===== src/rtl/evt_timer.sv =====
module evt_timer #(
  parameter int          NCH     = 3,
  parameter logic [31:0] TICK_FS = 32'd69841279,
  parameter int          AW      = 12
) (
  input  logic           clk,
  input  logic           rst_n,
  input  logic           bus_we,
  input  logic [AW-1:0]  bus_addr,
  input  logic [31:0]    bus_wdata,
  output logic [31:0]    bus_rdata,
  output logic [NCH-1:0] irq_o,
  output logic           leg_tick_o,
  output logic           leg_rtc_o
);

  localparam int A_ID    = 'h000;
  localparam int A_PER   = 'h004;
  localparam int A_GCTL  = 'h010;
  localparam int A_STS   = 'h020;
  localparam int A_CLO   = 'h0F0;
  localparam int A_CHI   = 'h0F4;
  localparam int A_CH    = 'h100;
  localparam int A_STEP  = 'h20;
  localparam int A_CMPO  = 'h08;
  localparam logic [4:0]  NCH_M1 = 5'(NCH - 1);
  localparam logic        LEG_OK = (NCH >= 2);

  logic            g_run, g_leg;
  logic [63:0]     cnt, cnt_nx;
  logic [NCH-1:0]  ch_en, ch_per, ch_f32, sv_a, sv_b, sts, hit;
  logic [NCH-1:0]  cfg_wr, cmp_wr, cfg_rd, cmp_rd;
  logic [31:0]     cmp [NCH];
  logic [31:0]     prd [NCH];

  wire wr_gctl = bus_we && (bus_addr == AW'(A_GCTL));
  wire wr_sts  = bus_we && (bus_addr == AW'(A_STS));
  wire wr_clo  = bus_we && (bus_addr == AW'(A_CLO));
  wire wr_chi  = bus_we && (bus_addr == AW'(A_CHI));

  genvar g;
  generate
    for (g = 0; g < NCH; g++) begin : g_ch
      assign cfg_rd[g] = (bus_addr == AW'(A_CH + g*A_STEP));
      assign cmp_rd[g] = (bus_addr == AW'(A_CH + g*A_STEP + A_CMPO));
      assign cfg_wr[g] = bus_we && cfg_rd[g];
      assign cmp_wr[g] = bus_we && cmp_rd[g];
      assign hit[g]    = g_run && ch_en[g] && (cnt[31:0] == cmp[g]);
      if (g < 2) begin : g_lg
        assign irq_o[g] = sts[g] && !g_leg;
      end else begin : g_nl
        assign irq_o[g] = sts[g];
      end

      AST_ONESHOT_KEEP: assert property (@(posedge clk) disable iff (!rst_n)
        (hit[g] && !ch_per[g] && !cmp_wr[g]) |=> $stable(cmp[g]));
      AST_PERIODIC_ADV: assert property (@(posedge clk) disable iff (!rst_n)
        (hit[g] && ch_per[g] && !cmp_wr[g]) |=> (cmp[g] == $past(cmp[g]) + $past(prd[g])));
      AST_STS_RISE: assert property (@(posedge clk) disable iff (!rst_n)
        hit[g] |=> sts[g]);
      AST_NO_SPURIOUS: assert property (@(posedge clk) disable iff (!rst_n)
        (!ch_en[g] && !sts[g]) |=> !sts[g]);
    end
  endgenerate

  assign leg_tick_o = g_leg && sts[0];
  assign leg_rtc_o  = g_leg && sts[1];

  always_comb begin
    cnt_nx = g_run ? cnt + 64'd1 : cnt;
    if (wr_clo) cnt_nx[31:0]  = bus_wdata;
    if (wr_chi) cnt_nx[63:32] = bus_wdata;
  end

  always_ff @(posedge clk or negedge rst_n) begin
    if (!rst_n) begin
      g_run  <= 1'b0;
      g_leg  <= 1'b0;
      cnt    <= '0;
      ch_en  <= '0;
      ch_per <= '0;
      ch_f32 <= '0;
      sv_a   <= '0;
      sv_b   <= '0;
      sts    <= '0;
      for (int n = 0; n < NCH; n++) begin
        cmp[n] <= '1;
        prd[n] <= '0;
      end
    end else begin
      cnt <= cnt_nx;
      if (wr_gctl) begin
        g_run <= bus_wdata[0];
        g_leg <= bus_wdata[1] && LEG_OK;
      end
      for (int n = 0; n < NCH; n++) begin
        if (cfg_wr[n]) begin
          ch_en[n]  <= bus_wdata[0];
          ch_per[n] <= bus_wdata[1];
          ch_f32[n] <= bus_wdata[3];
          if (bus_wdata[2]) begin
            sv_a[n] <= 1'b1;
            sv_b[n] <= 1'b0;
          end
        end
        if (cmp_wr[n]) begin
          if (sv_a[n]) begin
            cmp[n]  <= bus_wdata;
            sv_a[n] <= 1'b0;
            sv_b[n] <= 1'b1;
          end else if (sv_b[n]) begin
            prd[n]  <= bus_wdata;
            sv_b[n] <= 1'b0;
          end else begin
            cmp[n] <= bus_wdata;
          end
        end else if (hit[n] && ch_per[n]) begin
          cmp[n] <= cmp[n] + prd[n];
        end
        sts[n] <= hit[n] || (sts[n] && !(wr_sts && bus_wdata[n]));
      end
    end
  end

  always_comb begin
    bus_rdata = '0;
    if (bus_addr == AW'(A_ID))   bus_rdata = {23'd0, LEG_OK, 3'd0, NCH_M1};
    if (bus_addr == AW'(A_PER))  bus_rdata = TICK_FS;
    if (bus_addr == AW'(A_GCTL)) bus_rdata = {30'd0, g_leg, g_run};
    if (bus_addr == AW'(A_STS))  bus_rdata = 32'(sts);
    if (bus_addr == AW'(A_CLO))  bus_rdata = cnt[31:0];
    if (bus_addr == AW'(A_CHI))  bus_rdata = cnt[63:32];
    for (int n = 0; n < NCH; n++) begin
      if (cfg_rd[n]) bus_rdata = {28'd0, ch_f32[n], 1'b0, ch_per[n], ch_en[n]};
      if (cmp_rd[n]) bus_rdata = cmp[n];
    end
  end

  AST_CNT_HOLD: assert property (@(posedge clk) disable iff (!rst_n)
    (!g_run && !wr_clo && !wr_chi) |=> $stable(cnt));
  AST_CNT_STEP: assert property (@(posedge clk) disable iff (!rst_n)
    (g_run && !wr_clo && !wr_chi) |=> (cnt == $past(cnt) + 64'd1));
  AST_LEG_QUIET: assert property (@(posedge clk) disable iff (!rst_n)
    (g_leg && sts[0]) |-> (leg_tick_o && !irq_o[0]));

endmodule


===== config.mk =====
export PLATFORM = sky130hd
export DESIGN_NAME = evt_timer
export DESIGN_NICKNAME = d
export VERILOG_FILES = /design/src/rtl/evt_timer.sv
export SDC_FILE = /design/constraint.sdc
export NUM_CORES = 1
export LEC_CHECK = 0
export BUFFER_PORTS_ARGS = -buffer_cell sky130_fd_sc_hd__buf_2
export CORE_ASPECT_RATIO = 2
export CORE_MARGIN = 3
export CORE_UTILIZATION = 40
export CTS_CLUSTER_SIZE = 25
export DETAILED_ROUTE_END_ITERATION = 10
export SLEW_MARGIN = 25
export SYNTH_ARGS = -nofsm -noshare
export SYNTH_HDL_FRONTEND = slang
export SYNTH_SLANG_ARGS = --single-unit

===== constraint.sdc =====
create_clock -name clk -period 2.87 [get_ports clk]
set_input_delay 0 -clock clk [delete_from_list [all_inputs] [get_ports clk]]
set_output_delay 0 -clock clk [all_outputs]
set_load 0.02 [all_outputs]

* Word level (Yosys, flattened, before mapping)
Index checks and enable logic that the tools add are counted.
W data, S select, Z words.
** Cells by class
- Add/subtract/negate cells :: 4
- Equality and inequality tests :: 17
- Muxes and demuxes :: 54
- Bitwise operators :: 3
- Reduce and logical (&&, ||, !) cells :: 48
** Operators by type and width (count)
- $mux W32 :: 25
- $add A32 B32 Y32 :: 3
- $eq A32 B32 Y1 :: 3
- $eq A12 B9 Y1 const B :: 6
- $add A64 B1 Y64 const B :: 1
- $mux W64 :: 1
- $logic_and A1 B1 Y1 :: 29
- $mux W1 :: 27
- $eq A12 B8 Y1 const B :: 2
- $eq A12 B3 Y1 const B :: 1
- $eq A12 B5 Y1 const B :: 1
- $eq A12 B6 Y1 const B :: 1
- $logic_not A12 Y1 :: 1
- $reduce_bool A2 Y1 :: 5
- $mux W9 :: 1
- $ne A3 B3 Y1 const B :: 3
- $reduce_and A3 Y1 :: 3
- $reduce_and A2 Y1 :: 3
- $logic_not A1 Y1 :: 4
- $logic_or A1 B1 Y1 :: 3
- $not A1 Y1 :: 3
** Word-level totals
- Register bits :: 276
- Input bits :: 47
- Output and inout port bits :: 37
- Word-level logic and storage cells :: 148

* Depth between registers and ports, before layout
Gate-level depths: netlist of run 1.
- Word-level depth :: 13
- Mapped depth :: 13

* Least setup slack after synthesis of run 1
OpenSTA, ideal clock, no wires.
- Path kind :: flip-flop to flip-flop
- Start point :: reg cmp[66] (netlist name)
- End point :: reg cmp[94] (netlist name)
- Setup time :: 0.059 ns
- Arrival :: 2.954 ns
- Required time :: 2.811 ns
- Setup slack :: -0.143 ns
- Cell stages (with the launch flop) :: 12
- Period minus slack after synthesis :: 3.013 ns
- Cells stage by stage :: dfstp_2 > ha_1 > nor2b_1 > o31a_1 > o22a_1 > a311o_1 > a311oi_1 > nor3_1 > o31ai_1 > xor2_1 > a211oi_1 > a21o_1
** Between the ends
- Word-level cells in the longest chain between the ends :: 5
- Elaborated cells between the ends (all ways) :: 8
- Those cells by class :: add/sub: 1; eq/ne: 1; mux: 2; reduce/logical: 4
** Ends and longest elaborated chain
- start, declared :: line 33 : logic [31:0] cmp [NCH];
- start signal, assigned by index :: line 108 : cmp[n] <= bus_wdata;
- start signal, assigned by index :: line 115 : cmp[n] <= bus_wdata;
- start signal, assigned by index :: line 118 : cmp[n] <= cmp[n] + prd[n];
- branches (longest 5 deep; another with $add A32 B32 Y32)
Several ways; the timed one is not identified. The select of a mux whose other input is x is not followed.
A chain may end at the register's enable or synchronous reset.

* Worst setup path in the final report of run 1
- Start point :: reg cmp[32] (netlist name)
- End point :: reg cmp[60] (netlist name)
Same word-level chain as after synthesis.

==> key figures, run 1 <==
Outcome
  – Outcome: finished with violations
  – Failing checks: hold timing, setup timing

Critical path
  – CP cell instances: ha_4, inv_2, fa_2, nor2b_2, o31a_1, nor3_4, o41ai_2, buf_4, a2111o_1, a41o_1, buf_4, xor2_2, nand2_1, a21oi_2
  – Reg2reg path depth: 14
  – Crit path from: cmp[32]
  – Crit path capture: cmp[60]
  – Critical-path maximum fanout: 4
  – Worst EP required: 3.40 ns
  – Reg-to-reg slack, setup: -0.18 ns
  – Critical path arrival: 3.58 ns
  – Setup crit start kind: register
  – Crit end category: register
  – Crit-path most repeated cell: buf_4
  – Largest stage delay, worst path: 0.55 ns
  – Worst R2R Start: cmp[32]
  – Slowest cell on crit path: dfstp_2
  – R2R Path End: cmp[60]
  – CP Class: register to register

Route
  – # DRC: 0
  – Final ANT Viol Nets: 0
  – Drt first pass iters: 8
  – Wirelength per Cell: 24.67 um
  – Starting DRT DRC Count: 1,656
  – Drt total wl: 82.34 mm
  – Vias per inst: 5.860
  – Vias: 19,550

Final layout
  – Nets: 2,819
  – Ratio of cells with drive above 1 in the final layout: 32.10%
  – P&R area growth vs syn: 30.88%
  – # fillers: 4,542

Clock tree
  – Worst skew pair latency: 0.61 ns
  – CTS clock-pin slew for the worst setup and hold paths: 0.07 ns
  – CTS Sinks: 276
  – CTS buffer count: 29
  – TritonCTS clock tree: done
  – Root buffer cell: clkbuf_16
  – H-tree Lvls: 1
  – Max clock buf depth: 3

Yosys
  – Adder and majority cell fraction of the synthesized area: 6.277%
  – Post-synthesis xor/xnor area fraction: 10.05%
  – Synth unique cells: 80
  – Yosys top cell by area: dfrtp_1
  – Synth async-reset ratio: 100.0%
  – Top-area cell type share of the netlist area: 22.87%
  – Synth Flop Type: dfrtp_1
  – Largest family of logic cells by synthesized area: simple AND/OR/NAND/NOR gates
  – Mapped Avg Cell Area: 8.585 um2
  – Warnings, synthesis: 0
  – Seq/Total Area, Yosys: 35.68%
  – Net Count, Synth: 2,438
  – Number of synthesized flops with an enable pin: 0
  – Post-Syn Instances: 2,294
  – Ranking of synthesized cells by instance count: 290 x nand2_1, 227 x nor2_1, 211 x a21oi_1
  – Mux cell area share after synthesis: 6.398%
  – Post-Synth Simple-Gate Area: 19.13%
  – Synth Area in Compound Gates: 18.26%
  – Top cells by area, synth: dfrtp_1 23%, dfstp_2 13%, ha_1 6.0%
  – Synthesized flop and latch total: 276
  – Most numerous cell in the Yosys netlist: nand2_1
  – Synthesized area: 0.01969 mm2

STA
  – Setup TNS: -1.456 ns
  – Tcrit/Tclk final: 106.3%
  – Fmax: 0.3279 GHz
  – Max_slew headroom: 43.40%
  – # setup viols final: 19
  – Worst Skew: 0.02135 ns
  – Final setup margin: -0.1800 ns
  – Max Slew Vio Count: 0
  – Least-Margin Pin Slew: 0.8462 ns
  – Final hold viol count: 15
  – RSZ-0062 raised after global routing: yes
  – WHS: -0.02652 ns
  – Min Tclk post-route: 3.050 ns

Pwr
  – Power Dens Cells: 379.2 mW/mm2
  – Peak VDD IR: 0.0004360 V
  – Leak: 0.01175 uW

Placed design
  – DP Worst Slack: -0.4706 ns
  – GP Congestion: 1.102
  – Dpl hpwl: 62.96 mm
  – Port-buffer cells: 83

GRT
  – Total gr overflow: 0
  – Largest net degree at the start of global routing: 77
  – First-pass GRT wire length: 121.2 mm
  – Initial antenna violation count: 0
  – Vias in the first global route: 20,010
  – Aggregate global-route resource usage: 31.09%

Floorplan
  – Core Footprint: 0.04850 mm2
  – # IOs: 84
  – Die Y: 319.8 um
  – Cell Rows: 114
  – Die Width: 162.9 um
  – Initial Util: 40.61%
  – Die ar.: 0.05210 mm2

Flow run
  – Max_cap viols: 0

Hold path
  – Hold Path Class: primary input to asynchronous set/reset pin
## final cells by class
| class | count | area [um2] | share of cell area (%) |
|---|---|---|---|
| multi-input combinational | 1823 | 12830 | 49.80 |
| sequential | 276 | 7034 | 27.29 |
| timing repair buffer | 505 | 3944 | 15.30 |
| tap | 638 | 798.3 | 3.097 |
| clock buffer | 37 | 797.0 | 3.092 |
| clock inverter | 17 | 214.0 | 0.8301 |
| inverter | 40 | 150.1 | 0.5825 |
| antenna | 1 | 2.502 | 0.009709 |
## kinds of logic after synthesis
logic type	count (synthesis)
and+or+nand+nor	808
AOI/OAI and AO/OA	576
DFF	276
xor gates and xnor gates	226
buffers and inverters	195
muxes	116
adders and majority gates	97
## cells in the final DEF, fill, tap and decap left out, types with 18 or more instances in the layout
cell / instances
dlygate4sd3_1: 41
a21o_1: 52
and3_1: 28
a222oi_1: 31
nor4_1: 30
mux2_2: 78
a21oi_1: 188
buf_2: 82
inv_1: 36
clkbuf_16: 30
o21a_1: 24
nand4_1: 29
a21oi_2: 18
mux2i_1: 37
nand3_1: 60
o21ai_0: 97
dfstp_2: 96
xor2_1: 127
buf_4: 351
nand2_1: 284
dfrtp_1: 174
xnor2_1: 87
a31oi_1: 23
ha_1: 77
nor2_1: 217
nor3_1: 28
## worst max-delay path: cells and delay by family (launching register included)
family	cells	cell delay, ns
compound gates	5	1.09
xor+xnor	1	0.14
fa+ha+maj	2	0.49
buf+inv	3	0.38
flops	1	0.55
simple gates	3	0.32
## layer usage
layer,vias to the layer above,global-route usage [%],part of all wire (%)
met5,-,0,0
met3,304,3.318,5.1
met1,9563,33.44,35
met4,0,25.63,11
li1,8940,-,-
met2,747,54.08,50
## registers in the layout (all words and copies together), names as in the netlist
name    flops
sv_b        3
sv_a        3
cmp        96
g_run       1
ch_f32      3
g_leg       1
ch_per      3
cnt        64
sts         3
prd        96
ch_en       3
## worst min-delay path by stage
stage                    end  cells past startpoint
global route         cnt[57]                      2
finish               cnt[57]                      2
CTS                  cnt[45]                      2
detailed placement   cnt[30]                      1
global placement     cnt[30]                      1
floorplan           ch_en[0]                      0
## where the power goes
part / switching, uW / internal (uW) / total, uW
combinational: 945 / 533 / 1480
clock: 1820 / 2340 / 4160
sequential: 138 / 4000 / 4130
## repair_timing
item | 4_1_cts | 5_1_grt
gates cloned | 1 | 0
gates resized for setup | 106 | 116
setup buffers | 24 | 32
endpoints found under the setup margin | 65 | 87
endpoints found under the hold margin | 466 | 0
pin swaps | 77 | 77
hold buffers | 41 | 0
## per-stage QoR
stage	instance area (um2)	util, %	instances	total power, uW
2_1_floorplan	19720	-	2294	4848
3_3_place_gp	22900	47.22	3189	5512
3_5_place_dp	22900	47.22	3189	5522
4_1_cts	24970	51.48	3306	9774
5_1_grt	25770	53.14	3336	10080
6_report	25770	53.15	3337	9774
Note: power is estimated with default switching activity, not from simulation.
==> inputs of run 2 (changes only) <==
--- a/config.mk
+++ b/config.mk
@@ -11,6 +11,7 @@
 export CORE_UTILIZATION = 40
 export CTS_CLUSTER_SIZE = 25
 export DETAILED_ROUTE_END_ITERATION = 10
+export REMOVE_ABC_BUFFERS = 1
 export SLEW_MARGIN = 25
 export SYNTH_ARGS = -nofsm -noshare
 export SYNTH_HDL_FRONTEND = slang
==> key figures, run 2 (synthesized netlist as in run 1, its figures left out) <==
Floorplan
  – Initial Util: 40.61% (unchanged)
  – Cell Rows: 114 (unchanged)
  – Die Width: 162.9 um (unchanged)
  – Die Y: 319.8 um (unchanged)
  – Die ar.: 0.05210 mm2 (unchanged)
  – # IOs: 84 (unchanged)
  – Core Footprint: 0.04850 mm2 (unchanged)

Route
  – Drt total wl: 84.40 mm (was 82.34 mm)
  – Starting DRT DRC Count: 1,554 (was 1,656)
  – Vias per inst: 5.844 (was 5.860)
  – Drt first pass iters: 8 (unchanged)
  – Wirelength per Cell: 24.98 um (was 24.67 um)
  – Final ANT Viol Nets: 0 (unchanged)
  – # DRC: 0 (unchanged)
  – Vias: 19,750 (was 19,550)

STA
  – Final setup margin: -0.2655 ns (was -0.1800 ns)
  – RSZ-0062 raised after global routing: yes (unchanged)
  – Tcrit/Tclk final: 109.2% (was 106.3%)
  – WHS: -0.008051 ns (was -0.02652 ns)
  – # setup viols final: 31 (was 19)
  – Max_slew headroom: 42.22% (was 43.40%)
  – Worst Skew: 0.01366 ns (was 0.02135 ns)
  – Final hold viol count: 6 (was 15)
  – Max Slew Vio Count: 0 (unchanged)
  – Least-Margin Pin Slew: 0.8601 ns (was 0.8462 ns)
  – Min Tclk post-route: 3.135 ns (was 3.050 ns)
  – Fmax: 0.3189 GHz (was 0.3279 GHz)

GRT
  – Aggregate global-route resource usage: 31.57% (was 31.09%)
  – Initial antenna violation count: 0 (unchanged)
  – First-pass GRT wire length: 123.0 mm (was 121.2 mm)
  – Vias in the first global route: 20,220 (was 20,010)
  – Total gr overflow: 0 (unchanged)
  – Largest net degree at the start of global routing: 78 (was 77)

Placed design
  – Placed cells: 3,239 (was 3,189)
  – Port-buffer cells: 83 (unchanged)
  – Dpl hpwl: 64.53 mm (was 62.96 mm)
  – DP Worst Slack: -0.7895 ns (was -0.4706 ns)
  – GP Congestion: 1.044 (was 1.102)

Final layout
  – Area of the multi-input gates: 0.01295 mm2 (was 0.01283 mm2)
  – # fillers: 4,486 (was 4,542)
  – Ratio of cells with drive above 1 in the final layout: 32.87% (was 32.10%)
  – Nets: 2,863 (was 2,819)
  – Final Non-Filler Cells: 3,379 (was 3,337)
  – Top Registers: cmp x96, prd x96, cnt x64 (unchanged)
  – P&R area growth vs syn: 33.20% (was 30.88%)
  – Sequential Area: 0.007030 mm2 (was 0.007034 mm2)
  – Commonest non-fill, non-tap cell in the layout: buf_4 (unchanged)
  – N_diodes: 0 (was 1)
  – Commonest cells after routing, fill and taps aside: 381 x buf_4, 287 x nand2_1, 219 x nor2_1 (was 351 x buf_4, 284 x nand2_1, 217 x nor2_1)

Critical path
  – Critical-path maximum fanout: 2 (was 4)
  – Reg2reg path depth: 14 (unchanged)
  – Worst path top cell family by delay: compound AO/OA/AOI/OAI gates (unchanged)
  – Reg-to-reg slack, setup: -0.27 ns (was -0.18 ns)
  – Critical path arrival: 3.65 ns (was 3.58 ns)
  – Largest stage delay, worst path: 0.55 ns (about the same)
  – R2R Path End: cmp[62] (was cmp[60])
  – Crit end category: register (unchanged)
  – CP cell instances: ha_4, inv_2, fa_2, nor2b_4, o31a_1, buf_6, nor3_4, o41ai_4, a2111o_1, a41o_1, a31oi_1, xnor2_1, nand2_1, a31oi_1 (was ha_4, inv_2, fa_2, nor2b_2, o31a_1, nor3_4, o41ai_2, buf_4, a2111o_1, a41o_1, buf_4, xor2_2, nand2_1, a21oi_2)
  – Crit-path most repeated cell: a31oi_1 (was buf_4)
  – Slowest cell on crit path: dfstp_2 (unchanged)
  – Worst EP required: 3.39 ns (was 3.40 ns)
  – CP Class: register to register (unchanged)
  – WP buf/inv: 2 (was 3)
  – Worst R2R Start: cmp[32] (unchanged)
  – Setup crit start kind: register (unchanged)

Pwr
  – Peak VDD IR: 0.0003637 V (was 0.0004360 V)
  – Power Dens Cells: 366.4 mW/mm2 (was 379.2 mW/mm2)
  – Leak: 0.01201 uW (was 0.01175 uW)
  – Total power: 9612 uW (was 9774 uW)

Clock tree
  – CTS Sinks: 276 (unchanged)
  – H-tree Lvls: 1 (unchanged)
  – TritonCTS clock tree: done (unchanged)
  – Worst skew pair latency: 0.60 ns (was 0.61 ns)
  – Max clock buf depth: 3 (unchanged)
  – CTS clock-pin slew for the worst setup and hold paths: 0.06 ns (was 0.07 ns)
  – CTS buffer count: 29 (unchanged)
  – Root buffer cell: clkbuf_16 (unchanged)

Outcome
  – Outcome: finished with violations (unchanged)
  – Failing checks: hold timing, setup timing (unchanged)

Hold path
  – Hold Path Class: primary input to asynchronous set/reset pin (unchanged)

Flow run
  – Max_cap viols: 0 (unchanged)
run 2: cell count changes in the layout (fill, tap and decap cells not counted), sizes merged:
cell         previous run  this run
buf                   463       504
bufbuf                  1         0
clkbuf                 37        41
clkinvlp                4         3
diode                   1         0
dlygate4sd3            41        45
inv                    44        40
run 2: final cells by class:
type                            count  area share (%)
Clock buffer                       41           3.129
Sequential cell                   276           26.80
Multi-Input combinational cell   1823           49.36
Timing Repair Buffer              549           16.46
Clock inverter                     12          0.6391
Tap cell                          638           3.043
Inverter                           40          0.5724
run 2: per-stage QoR:
| step | hold WS (ns) | cell area [um2] | util, % | TNS (ns) |
|---|---|---|---|---|
| 2_1_floorplan | -0.2956 | 19020 | - | -401.56 |
| 5_1_grt | 0.05652 | 26230 | 54.09 | -6.951 |
| 3_5_place_dp | 0.02588 | 23290 | 48.03 | -18.69 |
| 3_3_place_gp | 0.02137 | 23290 | 48.03 | -17.28 |
| 6_report | -0.008051 | 26230 | 54.09 | -3.104 |
| 4_1_cts | 0.002793 | 25570 | 52.73 | -2.504 |
run 2: worst max path at each step:
| stage | from | to | slack, ns | cells after the start |
|---|---|---|---|---|
| final | cmp[32] | cmp[62] | -0.27 | 14 |
| after detailed placement | cmp[2] | cmp[26] | -0.79 | 14 |
| after global routing | cmp[32] | cmp[62] | -0.34 | 14 |
| after floorplan | bus_addr[0] | cmp[29] | -2.72 | 9 |
| after CTS | cmp[32] | cmp[36] | -0.25 | 23 |
| after global placement | cmp[2] | cmp[26] | -0.76 | 14 |
run 2: repair_timing:
action,in CTS,in global routing
endpoints found under the setup margin,73,79
hold buffers,45,0
endpoints found under the hold margin,436,0
gates resized for setup,143,108
pin swaps,97,108
buffers inserted,28,31
run 2: report_power, final:
group / switching, uW / internal (uW)
clock network: 1750 / 2340
registers: 128 / 4000
logic: 853 / 537
total: 2730 / 6880
run 2: routing by layer:
| layer | global-route usage [%] | share of wire (%) |
|---|---|---|
| met3 | 3.434 | 4.7 |
| met4 | 28.97 | 11 |
| met2 | 56.10 | 51 |
| met5 | 0 | 0 |
| met1 | 31.57 | 33 |
